**config.mk**
```make
export PLATFORM = sky130hd
export DESIGN_NAME = ifq_top
export DESIGN_NICKNAME = d
export VERILOG_FILES = /design/src/rtl/ifq_pkg.sv /design/src/rtl/ifq_buffer.sv /design/src/rtl/ifq_assemble.sv /design/src/rtl/ifq_counter.sv /design/src/rtl/ifq_top.sv
export SDC_FILE = /design/constraint.sdc
export NUM_CORES = 1
export LEC_CHECK = 0
export BUFFER_PORTS_ARGS = -buffer_cell sky130_fd_sc_hd__buf_2
export CAP_MARGIN = 20
export CORE_ASPECT_RATIO = 1.75
export CORE_MARGIN = 1.5
export CORE_UTILIZATION = 62
export DETAILED_ROUTE_END_ITERATION = 8
export PLACE_DENSITY = 0.86
export RECOVER_POWER = 25
export SLEW_MARGIN = 40
export SYNTH_ARGS = -nofsm -noshare
export SYNTH_HDL_FRONTEND = slang
export SYNTH_SLANG_ARGS = --single-unit
```
**constraint.sdc**
```tcl
create_clock -name clk -period 5.8 [get_ports clk]
set_clock_uncertainty 0.2 [all_clocks]
set_input_delay 0.87 -clock clk [delete_from_list [all_inputs] [get_ports clk]]
set_output_delay 0.87 -clock clk [all_outputs]
set_load 0.01 [all_outputs]
```
**src/rtl/ifq_pkg.sv**
```systemverilog
package ifq_pkg;

    localparam int HALF_W  = 16;
    localparam int FETCH_W = 32;

    typedef logic [HALF_W-1:0]  half_t;
    typedef logic [FETCH_W-1:0] word_t;

    typedef enum logic {
        OP_SHORT = 1'b0,
        OP_LONG  = 1'b1
    } op_len_e;

    typedef struct packed {
        logic    valid;
        op_len_e len;
        word_t   data;
    } opcode_t;

    // halfwords an opcode of a given length consumes
    function automatic logic [1:0] len_halves(op_len_e len);
        return (len == OP_LONG) ? 2'd2 : 2'd1;
    endfunction

    // lower address sits in the low half of a fetch word
    function automatic half_t pick_half(word_t w, logic upper);
        return upper ? w[FETCH_W-1:HALF_W] : w[HALF_W-1:0];
    endfunction

    function automatic word_t pack_opcode(half_t first, half_t second, op_len_e len);
        return (len == OP_LONG) ? {first, second} : {{HALF_W{1'b0}}, first};
    endfunction

endpackage

```
**src/rtl/ifq_buffer.sv**
```systemverilog
module ifq_buffer
    import ifq_pkg::*;
#(
    parameter int ENTRIES = 4
) (
    input  logic    clk,
    input  logic    rst,
    input  logic    flush,
    input  logic    skip_low,
    input  logic    push,
    input  word_t   push_data,
    input  logic    pop,
    input  op_len_e pop_len,
    output half_t   head0,
    output half_t   head1,
    output logic [$clog2(2*ENTRIES+1)-1:0] count,
    output logic    room
);
    localparam int EW       = $clog2(ENTRIES);
    localparam int PW       = EW + 1;
    localparam int HW_SLOTS = 2 * ENTRIES;
    localparam int CW       = $clog2(HW_SLOTS + 1);

    logic [EW-1:0] wr_q;
    logic [PW-1:0] rd_q;
    logic [CW-1:0] cnt_q;
    logic          skip_q;
    word_t         slots [ENTRIES];

    logic          wr_en;
    logic [PW-1:0] rd_nx;
    logic [CW:0]   occ;
    logic [CW-1:0] add_n;
    logic [CW-1:0] sub_n;
    logic [PW-1:0] rd_step;

    assign wr_en = push && !flush;

    for (genvar e = 0; e < ENTRIES; e++) begin : g_slot
        word_t q;
        always_ff @(posedge clk) begin
            if (rst)
                q <= '0;
            else if (wr_en && wr_q == EW'(e))
                q <= push_data;
        end
        assign slots[e] = q;
    end

    assign add_n   = wr_en ? (skip_q ? CW'(1) : CW'(2)) : '0;
    assign sub_n   = pop ? CW'(len_halves(pop_len)) : '0;
    assign rd_step = PW'(wr_en && skip_q) + (pop ? PW'(len_halves(pop_len)) : '0);

    always_ff @(posedge clk) begin
        if (rst) begin
            wr_q   <= '0;
            rd_q   <= '0;
            cnt_q  <= '0;
            skip_q <= 1'b0;
        end else if (flush) begin
            wr_q   <= '0;
            rd_q   <= '0;
            cnt_q  <= '0;
            skip_q <= skip_low;
        end else begin
            cnt_q <= cnt_q + add_n - sub_n;
            rd_q  <= rd_q + rd_step;
            if (wr_en) begin
                wr_q   <= wr_q + EW'(1);
                skip_q <= 1'b0;
            end
        end
    end

    assign rd_nx = rd_q + PW'(1);
    assign head0 = pick_half(slots[rd_q[PW-1:1]], rd_q[0]);
    assign head1 = pick_half(slots[rd_nx[PW-1:1]], rd_nx[0]);
    assign count = cnt_q;

    // the dead half in front of the read pointer still occupies its entry
    assign occ  = (CW+1)'(cnt_q) + (CW+1)'(rd_q[0]);
    assign room = occ <= (CW+1)'(HW_SLOTS - 2);

    AST_NO_OVERFLOW: assert property (@(posedge clk) disable iff (rst)
        occ <= (CW+1)'(HW_SLOTS));
    AST_FLUSH_EMPTIES: assert property (@(posedge clk) disable iff (rst)
        flush |=> (cnt_q == '0));
    AST_POP_NEEDS_DATA: assert property (@(posedge clk) disable iff (rst)
        pop |-> (cnt_q >= CW'(len_halves(pop_len))));

endmodule

```
**src/rtl/ifq_assemble.sv**
```systemverilog
module ifq_assemble
    import ifq_pkg::*;
#(
    parameter int CW = 4
) (
    input  logic          flush,
    input  logic          req,
    input  logic [CW-1:0] count,
    input  half_t         head0,
    input  half_t         head1,
    input  op_len_e       head_len,
    output opcode_t       op,
    output logic          stall,
    output logic          pop,
    output op_len_e       pop_len
);
    logic avail;

    always_comb begin
        avail = !flush && (count != '0) &&
                ((head_len == OP_SHORT) || (count >= CW'(2)));
        op.valid = avail;
        op.len   = head_len;
        op.data  = pack_opcode(head0, head1, head_len);
        pop      = req && avail;
        pop_len  = head_len;
        stall    = req && !avail;
    end

endmodule

```
**src/rtl/ifq_counter.sv**
```systemverilog
module ifq_counter
    import ifq_pkg::*;
#(
    parameter int AW = 22
) (
    input  logic          clk,
    input  logic          rst,
    input  logic          flush,
    input  logic [AW-1:0] target,
    input  logic          adv,
    input  op_len_e       adv_len,
    output logic [AW-1:0] ic
);
    logic [AW-1:0] ic_q;

    always_ff @(posedge clk) begin
        if (rst)
            ic_q <= '0;
        else if (flush)
            ic_q <= target;
        else if (adv)
            ic_q <= ic_q + AW'(len_halves(adv_len));
    end

    assign ic = ic_q;

    AST_FLUSH_IC: assert property (@(posedge clk) disable iff (rst)
        flush |=> (ic_q == $past(target)));

endmodule

```
**src/rtl/ifq_top.sv**
```systemverilog
module ifq_top
    import ifq_pkg::*;
#(
    parameter int ENTRIES = 4,
    parameter int AW      = 22
) (
    input  logic          clk,
    input  logic          rst,
    input  logic          fetch_valid,
    input  logic [31:0]   fetch_data,
    output logic          fetch_ready,
    input  logic          flush,
    input  logic [AW-1:0] flush_target,
    input  logic          dec_req,
    output logic [15:0]   head_word,
    input  logic          head_is32,
    output logic          op_valid,
    output logic [31:0]   op_data,
    output logic          stall,
    output logic [AW-1:0] ic
);
    localparam int CW = $clog2(2 * ENTRIES + 1);

    half_t         head0;
    half_t         head1;
    logic [CW-1:0] count;
    logic          room;
    logic          pop;
    op_len_e       pop_len;
    op_len_e       head_len;
    opcode_t       op;

    assign head_len = head_is32 ? OP_LONG : OP_SHORT;

    ifq_buffer #(.ENTRIES(ENTRIES)) u_buf (
        .clk       (clk),
        .rst       (rst),
        .flush     (flush),
        .skip_low  (flush_target[0]),
        .push      (fetch_valid && room),
        .push_data (fetch_data),
        .pop       (pop),
        .pop_len   (pop_len),
        .head0     (head0),
        .head1     (head1),
        .count     (count),
        .room      (room)
    );

    ifq_assemble #(.CW(CW)) u_asm (
        .flush    (flush),
        .req      (dec_req),
        .count    (count),
        .head0    (head0),
        .head1    (head1),
        .head_len (head_len),
        .op       (op),
        .stall    (stall),
        .pop      (pop),
        .pop_len  (pop_len)
    );

    ifq_counter #(.AW(AW)) u_ic (
        .clk     (clk),
        .rst     (rst),
        .flush   (flush),
        .target  (flush_target),
        .adv     (pop),
        .adv_len (pop_len),
        .ic      (ic)
    );

    assign fetch_ready = room;
    assign head_word   = head0;
    assign op_valid    = op.valid;
    assign op_data     = op.data;

    AST_STALL_HOLDS_IC: assert property (@(posedge clk) disable iff (rst)
        (stall && !flush) |=> $stable(ic));
    AST_IDLE_HOLDS_IC: assert property (@(posedge clk) disable iff (rst)
        (!dec_req && !flush) |=> $stable(ic));

endmodule

```
==> flow_summary.toml <==
[outcome]
status = "complete, but fails checks"
violations = "capacitance limit, slew limit"

[critical_path]
critPathKind = "in -> reg"
crit_path_max_fanout = 53
cp.arrival_ps = 4630
cp-start-kind = "primary input"
cp.required_ps = 5940
cp-end-kind = "flip-flop"

[synth]
yosysTopAreaCell = "dfxtp_1"
synth_edf_count = 0
ys_ff_latch = 160
synth_nets = 932
synth_top_flop_cell = "dfxtp_1"
avgSynthCellArea_um2 = 10.7
synth_cell_types = 54
synthArstFlopShare = 0
netlist_instances = 852
netlist.area_leader.share = 0.352
synth_area_leaders = "dfxtp_1 35%, mux2i_1 16%, mux4_2 16%"
ys_warn_count = 0
syn_area_um2 = 9090
yosysSeqAreaShare = 0.352

[timing]
rsz0062_at_grt = "no"
min_period_over_period = 0.775
fmax_mhz = 222
finalCriticalPeriod_ps = 4500
finalHoldViolCount = 0
slew_violations = 72
worst_pin_slew_ps = 2230
finalSetupViolations = 0
slew_headroom = -0.484
setup_ws_ps = 1300
setup_tns_ps = 0

[die]
rows = 58
die_x_um = 94.5
start_util = 0.633
coreArea_um2 = 14400
dieArea_um2 = 15400
dieHeight_um = 163
io_pins = 133

[detailed_routing]
vias_per_cell = 6.28
drc = 0
dr.pass1.iters = 6
antenna_left = 0
drtIter0Drc = 446
num_vias = 7180
routed_wl_mm = 22.5
wl_per_cell_um = 19.7

[cts]
numCtsBuffers = 17
cts.htree.levels = 4
cts_tree = "yes"
clock_sinks = 160
cts_root_buf = "clkbuf_16"
clk_latency_ps = 420
clockBufferDepth = 2
ctsResizeCount = 0
cts_hold_buf = 0
clkSlewWorstSetupHoldPaths_ps = 60
post_cts_buffers = 0

[power_and_ir_drop]
p_total_w = 0.00268
power_leakage_nw = 4.45
peakVddDrop_uv = 195
power_per_cell_area_nw_per_um2 = 261

[layout]
syn_to_final_growth_pct = 13.0
fin_cells = 1143
multi_input_area_um2 = 5470
seqCellArea_um2 = 3200
antenna_cells = 0
nFillCells = 1024
drive_gt1_frac = 0.251
post-route-util = 0.715
final_nets = 1031

[placed_design]
io_buffer_count = 132
routabilityCongestion = 0.794
post-place-cells = 1112
dp_hpwl_mm = 14.4
pre_cts_ws_ps = 1890

[global_routing]
grt_pass1_wl_mm = 36.1
grt.overflow.total = 0
grt_pass1_vias = 7257
antenna_found_initial = 0
grt_max_degree = 102
grt_usage = 0.304

[min_path]
min_path_type = "reg -> reg"

[job]
cap_violations = 2
## state kept, by name (all words and copies together), names as in the netlist
name            count
u_ic.ic            22
u_buf.wr_q          2
u_buf.g_slot.q    128
u_buf.skip_q        1
u_buf.count         4
u_buf.rd_q          3
## path summary, 6_finish.rpt
path | start | end | slack [ps] | cells after the start
setup / recovery | head_is32 | u_ic.ic[16] | 1300 | 7
hold reg to reg | u_buf.g_slot[0].q[8] | u_buf.g_slot[0].q[8] | 270 | 2
setup reg to reg | u_buf.rd_q[0] | u_buf.g_slot[1].q[25] | 1310 | 9
hold / removal | u_buf.g_slot[0].q[8] | u_buf.g_slot[0].q[8] | 270 | 2
## routing by layer
layer / GRT usage / vias to the layer above / part of all wire
met2: 0.545 / 318 / 0.53
li1: - / 3269 / -
met1: 0.335 / 3520 / 0.37
met5: 0 / - / 0
met3: 0.0670 / 73 / 0.064
met4: 0.140 / 0 / 0.037
## placed cells by master, fill, tap and decap left out, types with 10 or more instances in the layout
cell / netlist / routed
buf_2: 12 / 107
ha_1: 15 / 14
nor2_1: 37 / 37
mux2_2: 16 / 16
dfxtp_1: 160 / 159
a311oi_1: 11 / 11
inv_1: 18 / 18
a21oi_1: 24 / 24
nand2_1: 90 / 90
and2_1: 20 / 19
nand2b_1: 84 / 84
mux4_2: 64 / 64
clkbuf_16: 0 / 17
clkbuf_1: 27 / 29
or4_1: 10 / 10
mux2i_1: 145 / 145
## worst max-delay path, cell delays in order
cell and delay, ps:
clkbuf_1 1550, inv_1 340, fa_1 560, and4bb_1 390, o21ai_2 180, or4_1 490
a311oi_1 240
## power breakdown
part           internal (W)  leakage (nW)  switching [W]  total (W)
sequential          0.00114          1.30      0.0000401    0.00118
clock              0.000653         0.265       0.000447    0.00110
combinational      0.000182          2.88       0.000219   0.000401
## through the flow
step | hold slack (ps) | area, um^2
after floorplan | 241 | 9090
after global placement | 253 | 9750
after detailed placement | 264 | 9770
after CTS | 273 | 10300
after global routing | 295 | 10300
final | 275 | 10300
## Yosys cell counts (8+ instances only)
cell	n
mux2_2	16
inv_1	18
dfxtp_1	160
o31ai_1	9
nand3_1	8
buf_1	9
nand2_1	90
and2_1	20
clkbuf_1	27
or4_1	10
ha_1	15
mux2i_1	145
mux4_2	64
nor2_1	37
a21oi_1	24
buf_4	10
a311oi_1	11
buf_2	12
nand2b_1	84
## kinds of logic (layout without fill, tap and decap cells)
group	count (synthesis)	after routing	synth area share
AND/OR/NAND/NOR	274	274	0.159
multiplexers	225	225	0.338
flip-flops	160	160	0.352
buffers and inverters	84	195	0.0457
AO/OA/AOI/OAI	79	79	0.0635
adder cells (fa/ha/maj)	20	20	0.0317
XOR/XNOR	10	10	0.00963
## area by class of cell
cell class                      instances  area share
Clock buffer                           22      0.0452
Clock inverter                          9      0.0106
Inverter                               20     0.00743
Multi-Input combinational cell        608       0.532
Sequential cell                       160       0.312
Tap cell                              180      0.0219
Timing Repair Buffer                  144      0.0704
Power figures use the tool's default switching activity.
